**src/rtl/i2s_pkg.sv**
```systemverilog
package i2s_pkg;

  typedef enum logic [1:0] {
    RM_NEAREST = 2'b00,
    RM_ZERO    = 2'b01,
    RM_UP      = 2'b10,
    RM_DOWN    = 2'b11
  } rmode_e;

  localparam logic [4:0] CLS_POS_ZERO = 5'b00010;
  localparam logic [4:0] CLS_POS_NORM = 5'b00100;
  localparam logic [4:0] CLS_NEG_NORM = 5'b01000;

  // Decide whether the kept significand is bumped by one unit.
  function automatic logic round_up(rmode_e mode, logic sign, logic lsb,
                                    logic guard, logic sticky);
    logic lost;
    lost = guard | sticky;
    case (mode)
      RM_NEAREST: return guard & (sticky | lsb);
      RM_ZERO:    return 1'b0;
      RM_UP:      return lost & ~sign;
      default:    return lost & sign;
    endcase
  endfunction

  function automatic logic [4:0] class_code(logic is_zero, logic sign);
    if (is_zero) return CLS_POS_ZERO;
    return sign ? CLS_NEG_NORM : CLS_POS_NORM;
  endfunction

endpackage

```
**src/rtl/i2s_normalise.sv**
```systemverilog
module i2s_normalise #(
  parameter int unsigned W = 64,
  localparam int unsigned LW = $clog2(W)
) (
  input  logic          clk,
  input  logic          rst_n,
  input  logic [W-1:0]  mag,
  output logic [W-1:0]  norm,
  output logic [LW-1:0] lz,
  output logic          zero
);

  assign zero = ~|mag;

  // Leading-zero count: the highest set bit wins.
  always_comb begin
    lz = '0;
    for (int i = 0; i < W; i++) begin
      if (mag[i]) lz = LW'(W - 1 - i);
    end
  end

  // Logarithmic left shifter, one stage per bit of the count.
  logic [W-1:0] stage [LW+1];
  assign stage[0] = mag;
  for (genvar s = 0; s < LW; s++) begin : g_shift
    assign stage[s+1] = lz[s] ? (stage[s] << (1 << s)) : stage[s];
  end
  assign norm = stage[LW];

  assert_norm_msb_R1: assert property (@(posedge clk) disable iff (!rst_n)
    !zero |-> norm[W-1]);

endmodule

```
**src/rtl/i2s_round.sv**
```systemverilog
module i2s_round
  import i2s_pkg::*;
#(
  parameter int unsigned W     = 64,
  parameter int unsigned MAN_W = 24
) (
  input  logic             clk,
  input  logic             rst_n,
  input  logic [W-1:0]     norm,
  input  logic             sign,
  input  logic             zero,
  input  rmode_e           mode,
  output logic [MAN_W-1:0] sig,
  output logic             carry,
  output logic             inc,
  output logic             inexact
);

  logic [MAN_W-1:0] keep;
  logic             guard, sticky;
  logic [MAN_W:0]   sum;

  assign keep    = norm[W-1 -: MAN_W];
  assign guard   = norm[W-1-MAN_W];
  assign sticky  = |norm[W-2-MAN_W:0];
  assign inexact = guard | sticky;
  assign inc     = round_up(mode, sign, keep[0], guard, sticky);
  assign sum     = {1'b0, keep} + {{MAN_W{1'b0}}, inc};
  assign carry   = sum[MAN_W];
  // On carry-out the significand becomes exactly 1.0.
  assign sig     = carry ? {1'b1, {(MAN_W-1){1'b0}}} : sum[MAN_W-1:0];

  assert_inc_needs_loss_R6: assert property (@(posedge clk) disable iff (!rst_n)
    inc |-> inexact);
  assert_trunc_no_inc_R3: assert property (@(posedge clk) disable iff (!rst_n)
    (mode == RM_ZERO) |-> !inc);
  assert_zero_exact_R10: assert property (@(posedge clk) disable iff (!rst_n)
    zero |-> !inexact);

endmodule

```
**src/rtl/i2s_pack.sv**
```systemverilog
module i2s_pack
  import i2s_pkg::*;
#(
  parameter int unsigned W      = 64,
  parameter int unsigned MAN_W  = 24,
  parameter int unsigned EXP_W  = 11,
  parameter int unsigned FRAC_W = 52,
  parameter int unsigned BIAS   = 1023,
  localparam int unsigned LW    = $clog2(W),
  localparam int unsigned OUT_W = 1 + EXP_W + FRAC_W,
  localparam int unsigned PAD_W = FRAC_W - MAN_W + 1
) (
  input  logic             sign,
  input  logic             zero,
  input  logic [LW-1:0]    lz,
  input  logic             carry,
  input  logic [MAN_W-1:0] sig,
  output logic [OUT_W-1:0] word,
  output logic [4:0]       cls
);

  localparam int unsigned EXP_TOP = W - 1 + BIAS;

  logic [EXP_W-1:0]  exp_b;
  logic [FRAC_W-1:0] frac;

  assign exp_b = EXP_W'(EXP_TOP) - EXP_W'(lz) + EXP_W'(carry);
  assign frac  = {sig[MAN_W-2:0], {PAD_W{1'b0}}};
  assign word  = zero ? '0 : {sign, exp_b, frac};
  assign cls   = class_code(zero, sign);

endmodule

```
**src/rtl/i2s_convert.sv**
```systemverilog
module i2s_convert
  import i2s_pkg::*;
#(
  parameter int unsigned IN_W   = 64,
  parameter int unsigned MAN_W  = 24,
  parameter int unsigned EXP_W  = 11,
  parameter int unsigned FRAC_W = 52,
  parameter int unsigned BIAS   = 1023,
  localparam int unsigned LW    = $clog2(IN_W),
  localparam int unsigned OUT_W = 1 + EXP_W + FRAC_W
) (
  input  logic             clk,
  input  logic             rst_n,
  input  logic [IN_W-1:0]  in_data,
  input  logic [1:0]       in_mode,
  input  logic             in_valid,
  output logic [OUT_W-1:0] out_result,
  output logic             out_valid,
  output logic             out_inc,
  output logic             out_inexact,
  output logic             out_sticky,
  output logic [4:0]       out_class
);

  logic             sign, zero, carry, inc, inexact;
  logic [IN_W-1:0]  mag, norm;
  logic [LW-1:0]    lz;
  logic [MAN_W-1:0] sig;
  logic [OUT_W-1:0] word;
  logic [4:0]       cls;

  assign sign = in_data[IN_W-1];
  assign mag  = sign ? (~in_data + IN_W'(1)) : in_data;

  i2s_normalise #(.W(IN_W)) u_norm (
    .clk(clk), .rst_n(rst_n), .mag(mag), .norm(norm), .lz(lz), .zero(zero)
  );

  i2s_round #(.W(IN_W), .MAN_W(MAN_W)) u_round (
    .clk(clk), .rst_n(rst_n), .norm(norm), .sign(sign), .zero(zero),
    .mode(rmode_e'(in_mode)), .sig(sig), .carry(carry), .inc(inc),
    .inexact(inexact)
  );

  i2s_pack #(.W(IN_W), .MAN_W(MAN_W), .EXP_W(EXP_W), .FRAC_W(FRAC_W),
             .BIAS(BIAS)) u_pack (
    .sign(sign), .zero(zero), .lz(lz), .carry(carry), .sig(sig),
    .word(word), .cls(cls)
  );

  always_ff @(posedge clk or negedge rst_n) begin
    if (!rst_n) begin
      out_result  <= '0;
      out_valid   <= 1'b0;
      out_inc     <= 1'b0;
      out_inexact <= 1'b0;
      out_sticky  <= 1'b0;
      out_class   <= CLS_POS_ZERO;
    end else begin
      out_valid <= in_valid;
      if (in_valid) begin
        out_result  <= word;
        out_inc     <= inc;
        out_inexact <= inexact;
        out_class   <= cls;
        if (inexact) out_sticky <= 1'b1;
      end
    end
  end

  assert_sticky_holds_R8: assert property (@(posedge clk) disable iff (!rst_n)
    !$fell(out_sticky));
  assert_sticky_follows_R8: assert property (@(posedge clk) disable iff (!rst_n)
    (out_valid && out_inexact) |-> out_sticky);
  assert_class_onehot_R9: assert property (@(posedge clk) disable iff (!rst_n)
    out_valid |-> ($countones(out_class) == 1));
  assert_zero_clean_R10: assert property (@(posedge clk) disable iff (!rst_n)
    (out_valid && out_class == CLS_POS_ZERO) |->
      (out_result == '0 && !out_inc && !out_inexact));
  assert_idle_hold_R12: assert property (@(posedge clk) disable iff (!rst_n)
    !in_valid |=> $stable(out_result));

endmodule

```
**config.mk**
```make
export PLATFORM = sky130hd
export DESIGN_NAME = i2s_convert
export DESIGN_NICKNAME = d
export VERILOG_FILES = /design/src/rtl/i2s_pkg.sv /design/src/rtl/i2s_normalise.sv /design/src/rtl/i2s_round.sv /design/src/rtl/i2s_pack.sv /design/src/rtl/i2s_convert.sv
export SDC_FILE = /design/constraint.sdc
export NUM_CORES = 1
export LEC_CHECK = 0
export BUFFER_PORTS_ARGS = -buffer_cell sky130_fd_sc_hd__buf_2
export CAP_MARGIN = 10
export CORE_AREA = 5 5 139 141
export DETAILED_ROUTE_END_ITERATION = 6
export DIE_AREA = 0 0 144 146
export PLACE_DENSITY = 0.81
export REMOVE_ABC_BUFFERS = 1
export SETUP_SLACK_MARGIN = 0.05
export SLEW_MARGIN = 20
export SYNTH_ARGS = -nofsm -noshare
export SYNTH_HDL_FRONTEND = slang
export SYNTH_HIERARCHICAL = 1
export SYNTH_SLANG_ARGS = --single-unit
```
**constraint.sdc**
```tcl
create_clock -name clk -period 2 [get_ports clk]
set_input_delay 0.4 -clock clk [delete_from_list [all_inputs] [get_ports clk]]
set_output_delay 0.4 -clock clk [all_outputs]
set_load 0.01 [all_outputs]
```
==> run metrics, run 1 <==
Root Driver clkbuf_16; CTS Buf Count 9; first-pass GRT wire length 126,000 um; Die H 146 um; Setup WS pre-CTS -6030 ps; via count of the first global-routing pass 18,900; clk sinks 73; largest net degree at the start of global routing 41; gr usage total 0.767; IO buf count 141; Starting Density 0.584; Die Wd 144 um; Overflow after GRT 240; Avg Cell Area, Syn 8.12 um2; HPWL Detailed 35,100 um; Clock Path Buffers 2; I/O Pins 142; Mapped Area 10,400 um2; GP Congestion 1.18; first error [ERROR GRT-0116] Global routing finished with congestion. Check the congestion regions in the DRC Viewer.; row count 49; status aborted with a tool error; synth warn 6; Halt Stage global routing (5_1_grt); CTS H-tree lvls 3; Mapped Cells 1,283
[metrics by stage]
step | std cells | util | cell area, um2
after floorplan | 1193 | - | 9820
after global placement | 2040 | 0.814 | 14500
after detailed placement | 2040 | 0.814 | 14500
after CTS | 2114 | 0.917 | 16400
[layer usage]
metal	GRT overflow	track usage
met5	0	0.392
met4	97	0.763
met3	1	0.657
met2	141	0.899
met1	1	0.753
[repair_timing]
| action | CTS |
|---|---|
| setup endpoints to repair | 41 |
| gates resized for setup | 224 |
| pin swaps | 60 |
| buffers inserted | 54 |
| hold buffers | 0 |
| gates cloned | 6 |
==> run 2: changes to the inputs <==
--- a/config.mk
+++ b/config.mk
@@ -7,12 +7,11 @@
 export LEC_CHECK = 0
 export BUFFER_PORTS_ARGS = -buffer_cell sky130_fd_sc_hd__buf_2
 export CAP_MARGIN = 10
-export CORE_AREA = 5 5 139 141
+export CORE_AREA = 5 5 168 170
 export DETAILED_ROUTE_END_ITERATION = 6
-export DIE_AREA = 0 0 144 146
-export PLACE_DENSITY = 0.81
+export DIE_AREA = 0 0 173 175
+export PLACE_DENSITY_LB_ADDON = 0.15
 export REMOVE_ABC_BUFFERS = 1
-export SETUP_SLACK_MARGIN = 0.05
 export SLEW_MARGIN = 20
 export SYNTH_ARGS = -nofsm -noshare
 export SYNTH_HDL_FRONTEND = slang
==> run 2 against run 1 <==
Net effect: the flow now finishes, with violations (negative setup slack); synthesized cell count unchanged; area after synthesis unchanged.
==> run metrics, run 2 <==
status complete, but fails checks; failing checks negative setup slack; RSZ-0062 raised after global routing true; combinational share of power 0.664; fmax 140 MHz; CTS H-tree lvls 3; I/O Pins 142; Wirelength per Cell 19.2 um; sw power 4.49 mW; Die H 175 um; largest net degree at the start of global routing 32; DRC 0; Critical Path End Type flop; initial antenna violation count 0; Post-Route WL 43,500 um; clk sinks 73; GP Congestion 0.976; Antenna Cells 0; Final Max Slew Viols 0; layout cells sized above 1 0.539; Leak 7.51 nW; CP arrival 7340 ps; Pre-antenna DRT Iters 6; IO buf count 141; Synth-to-Final Area Change 64.5%; commonest cells after routing, fill and taps aside buf_4 (543), buf_2 (140), nand2_1 (88); Die Wd 173 um; setup violators final 41; Starting Density 0.392; Setup Crit Path Kind in2reg; max-capacitance violation count 0; WP buf/inv 9; Fin Setup TNS -186,010 ps; via count of the first global-routing pass 13,000; synth warn 6; final instance area 17,100 um2; HPWL Detailed 34,900 um; biggest regs out_result (64), out_class (5); Power Total 11.5 mW; # nets final 2,000; Core Area 26,600 um2; CTS tree done; first-pass GRT wire length 68,700 um; cell mode on critical path buf_4; commonest non-fill, non-tap cell in the layout buf_4; Clock Pin Slew Worst Setup and Hold Paths 60 ps; max reg flops 64; hold violation count in the final report 0; crit path time final 7120 ps; dpl cell area 15,100 um2; DR iter-0 viols 772; routed vias 12,800; Post-DRT Antenna Nets 0; Post-Route Skew 0 ps; Sw Ratio 0.391; Flop pwr share 0.164; WHS 15.7 ps; Mapped Cells 1,283; gr usage total 0.274; vias per inst 5.61; Overflow after GRT 0; Avg Cell Area, Syn 8.12 um2; post-route setup slack -5120 ps; CP max FO 12; Critical Path RT 2210 ps; Setup crit start kind input port; Mapped Area 10,400 um2; P per Cell Area 670 nW/um2; Worst IR Drop VDD 0.000447 V; Max-slew headroom 0.540; Worst-Margin Slew 690 ps; P_int 6.99 mW; clock power share 0.172; Setup WS pre-CTS -5940 ps; DIE AREA 30,300 um2; Most flops, register out_result; hold bufs inserted after CTS 0; CP max stage cell or4_4; CTS Buf Count 9; Hold Crit Class in2async; Worst-Skew Late Latency 320 ps; Root Driver clkbuf_16; final period utilization 3.56; worst stage delay on the critical path 550 ps; row count 60; Top delay family on crit path simple AND/OR/NAND/NOR gates; Clock Path Buffers 2
[run 2: worst paths after layout]
kind / end / start / slack [ps] / cells after the start
setup / recovery: out_result[56]$_DFFE_PN0P_ / in_data[6] / -5120 / 37
hold / removal: out_inexact$_DFFE_PN0P_ / rst_n / 20 / 1
setup reg to reg: out_result[59]$_DFFE_PN0P_ / out_result[59]$_DFFE_PN0P_ / 1190 / 1
hold reg to reg: out_sticky$_DFFE_PN0P_ / out_sticky$_DFFE_PN0P_ / 450 / 1
max in group asynchronous: out_class[1]$_DFFE_PN1P_ / rst_n / 1450 / 2
min in group clk: out_sticky$_DFFE_PN0P_ / out_sticky$_DFFE_PN0P_ / 450 / 1
[run 2: cell type report]
| cell class | count | area (um2) |
|---|---|---|
| Sequential cell | 73 | 1830 |
| Clock inverter | 6 | 138 |
| Multi-Input combinational cell | 1086 | 9030 |
| Clock buffer | 10 | 229 |
| Tap cell | 341 | 427 |
| Fill cell | 2344 | 9430 |
| Inverter | 34 | 139 |
| Timing Repair Buffer | 722 | 5350 |
[run 2: layer usage]
metal  vias up  global-route usage  wire length [um]
met2       459               0.502             21700
met3       137              0.0262              1900
li1       6143                   -                 -
met5         -                   0                 0
met4         0               0.125              2470
met1      6015               0.323             17500
[run 2: power by group through the flow]
stage / combinational (mW) / sequential [mW] / clock, mW
floorplan: 3.08 / 2.02 / 0
global placement: 6.54 / 1.89 / 0
detailed placement: 6.58 / 1.91 / 0
CTS: 7.28 / 1.88 / 2.02
global route: 8.13 / 1.92 / 2.08
finish: 7.62 / 1.88 / 1.98
[run 2: through the flow]
stage	util	std cells
2_1_floorplan	-	1193
3_3_place_gp	0.569	2211
3_5_place_dp	0.569	2211
4_1_cts	0.625	2263
5_1_grt	0.645	2272
6_report	0.645	2272
[run 2: what timing repair did]
item / CTS / global route
setup buffers: 36 / 11
pin swaps: 70 / 41
gates cloned: 2 / 0
setup endpoints to repair: 41 / 41
gates resized for setup: 166 / 98
No activity file was read; power rests on OpenSTA's default activity.
==> run 3: changes to the inputs <==
--- a/config.mk
+++ b/config.mk
@@ -12,6 +12,7 @@
 export DIE_AREA = 0 0 173 175
 export PLACE_DENSITY_LB_ADDON = 0.15
 export REMOVE_ABC_BUFFERS = 1
+export SETUP_SLACK_MARGIN = 0.05
 export SLEW_MARGIN = 20
 export SYNTH_ARGS = -nofsm -noshare
 export SYNTH_HDL_FRONTEND = slang
==> run 3 against run 2 <==
Net effect: the flow still finishes with violations (negative setup slack); first-iteration DRC count increased by 6.0%; clock skew unchanged; wire length increased by 2.5%; total power increased by 1.8%; largest power group unchanged.
==> run metrics, run 3 (synthesis gave the netlist of run 2 again) <==
status complete, but fails checks; failing checks negative setup slack; Max-slew headroom 0.532; R2R depth 1; CTS tree done; Core Area 26,600 um2; fmax 140 MHz; Overflow after GRT 0; commonest cells after routing, fill and taps aside buf_4 (536), buf_2 (139), nand2_1 (88); crit path time final 7120 ps; Leak 7.67 nW; first-pass GRT wire length 68,700 um; fin util 0.656; Post-Route Skew 0 ps; R2R setup slack 1190 ps; Worst-Skew Late Latency 320 ps; CTS Buf Count 9; Wirelength per Cell 19.6 um; worst stage delay on the critical path 550 ps; Critical Path End Type flop; via count of the first global-routing pass 13,000; Post-Route WL 44,600 um; Critical Path RT 2220 ps; Antenna Cells 0; setup violators final 41; Starting Density 0.392; DRC 0; CTS H-tree lvls 3; DR iter-0 viols 818; max-capacitance violation count 0; DIE AREA 30,300 um2; hold bufs inserted after CTS 0; Top delay family on crit path simple AND/OR/NAND/NOR gates; Synth-to-Final Area Change 67.4%; Worst path depth 38; CP max FO 7; gr usage total 0.274; Root Driver clkbuf_16; Clock Path Buffers 2; Die H 175 um; final instance area 17,400 um2; dpl cell area 15,100 um2; routed vias 12,900; P per Cell Area 670 nW/um2; IO buf count 141; # nets final 2,005; Setup crit start kind input port; I/O Pins 142; layout cells sized above 1 0.544; Worst-Margin Slew 702 ps; commonest non-fill, non-tap cell in the layout buf_4; Worst IR Drop VDD 0.000452 V; GP Congestion 0.976; Pre-antenna DRT Iters 5; largest net degree at the start of global routing 32; Worst R2R Start out_result[59]$_DFFE_PN0P_; CP arrival 7340 ps; biggest regs out_result (64), out_class (5); post-route setup slack -5120 ps; CP max stage cell or4_4; RSZ-0062 raised after global routing true; Post-DRT Antenna Nets 0; reg2reg end out_result[59]$_DFFE_PN0P_; Die Wd 173 um; Final Max Slew Viols 0; Most flops, register out_result; clk sinks 73; vias per inst 5.65; max reg flops 64; row count 60; Power Total 11.7 mW; final period utilization 3.56; initial antenna violation count 0; Clock Pin Slew Worst Setup and Hold Paths 60 ps; Hold Crit Class in2async; HPWL Detailed 34,900 um; hold violation count in the final report 0; Setup Crit Path Kind in2reg; WP buf/inv 9
## run 3: cell types whose count changed in the layout (fill, tap and decap cells not counted), moves of 4 or more
cell / change
buf_4: -7
buf_6: +8
mux2_2: -11
mux2_4: +12
nor4_1: +4
nor4_2: -5
xnor2_1: -4
## run 3: how the worst max path moves through the flow
stage,startpoint,end
floorplan,in_data[6],out_result[56]$_DFFE_PN0P_
global placement,in_data[42],out_result[56]$_DFFE_PN0P_
detailed placement,in_data[42],out_result[57]$_DFFE_PN0P_
CTS,in_data[20],out_result[56]$_DFFE_PN0P_
global route,in_data[6],out_result[56]$_DFFE_PN0P_
finish,in_data[6],out_result[56]$_DFFE_PN0P_
## run 3: stage by stage
stage	setup slack (ps)	instances	TNS [ps]	hold slack (ps)
after global routing	-5450	2277	-197760	42.2
after detailed placement	-5940	2211	-219210	370
final	-5120	2277	-186220	17.1
after global placement	-5780	2211	-213150	366
after CTS	-4950	2263	-182490	23.8
after floorplan	-9850	1193	-351320	104
## run 3: layout make-up
| class | instances | area, um2 |
|---|---|---|
| sequential | 73 | 1830 |
| timing repair buffer | 727 | 5480 |
| fill | 2277 | 9130 |
| multi-input combinational | 1086 | 9200 |
| tap | 341 | 427 |
| clock inverter | 6 | 138 |
| inverter | 34 | 144 |
| clock buffer | 10 | 229 |
## run 3: power breakdown
group,switching [mW],internal (mW)
Sequential,0.140,1.74
Combinational,3.81,4.00
Clock,0.638,1.35
Total,4.59,7.09
## run 3: per-layer routing
layer,GRT usage,wire (um),vias up
li1,-,-,6143
met1,0.323,18100,6150
met2,0.502,22400,454
met3,0.0262,1820,129
met4,0.125,2330,0
met5,0,0,-
## run 3: what timing repair did
action,CTS,global route
gates cloned,2,2
resized for setup,166,141
endpoints found under the setup margin,41,41
buffers inserted,36,16
pin swaps,70,52
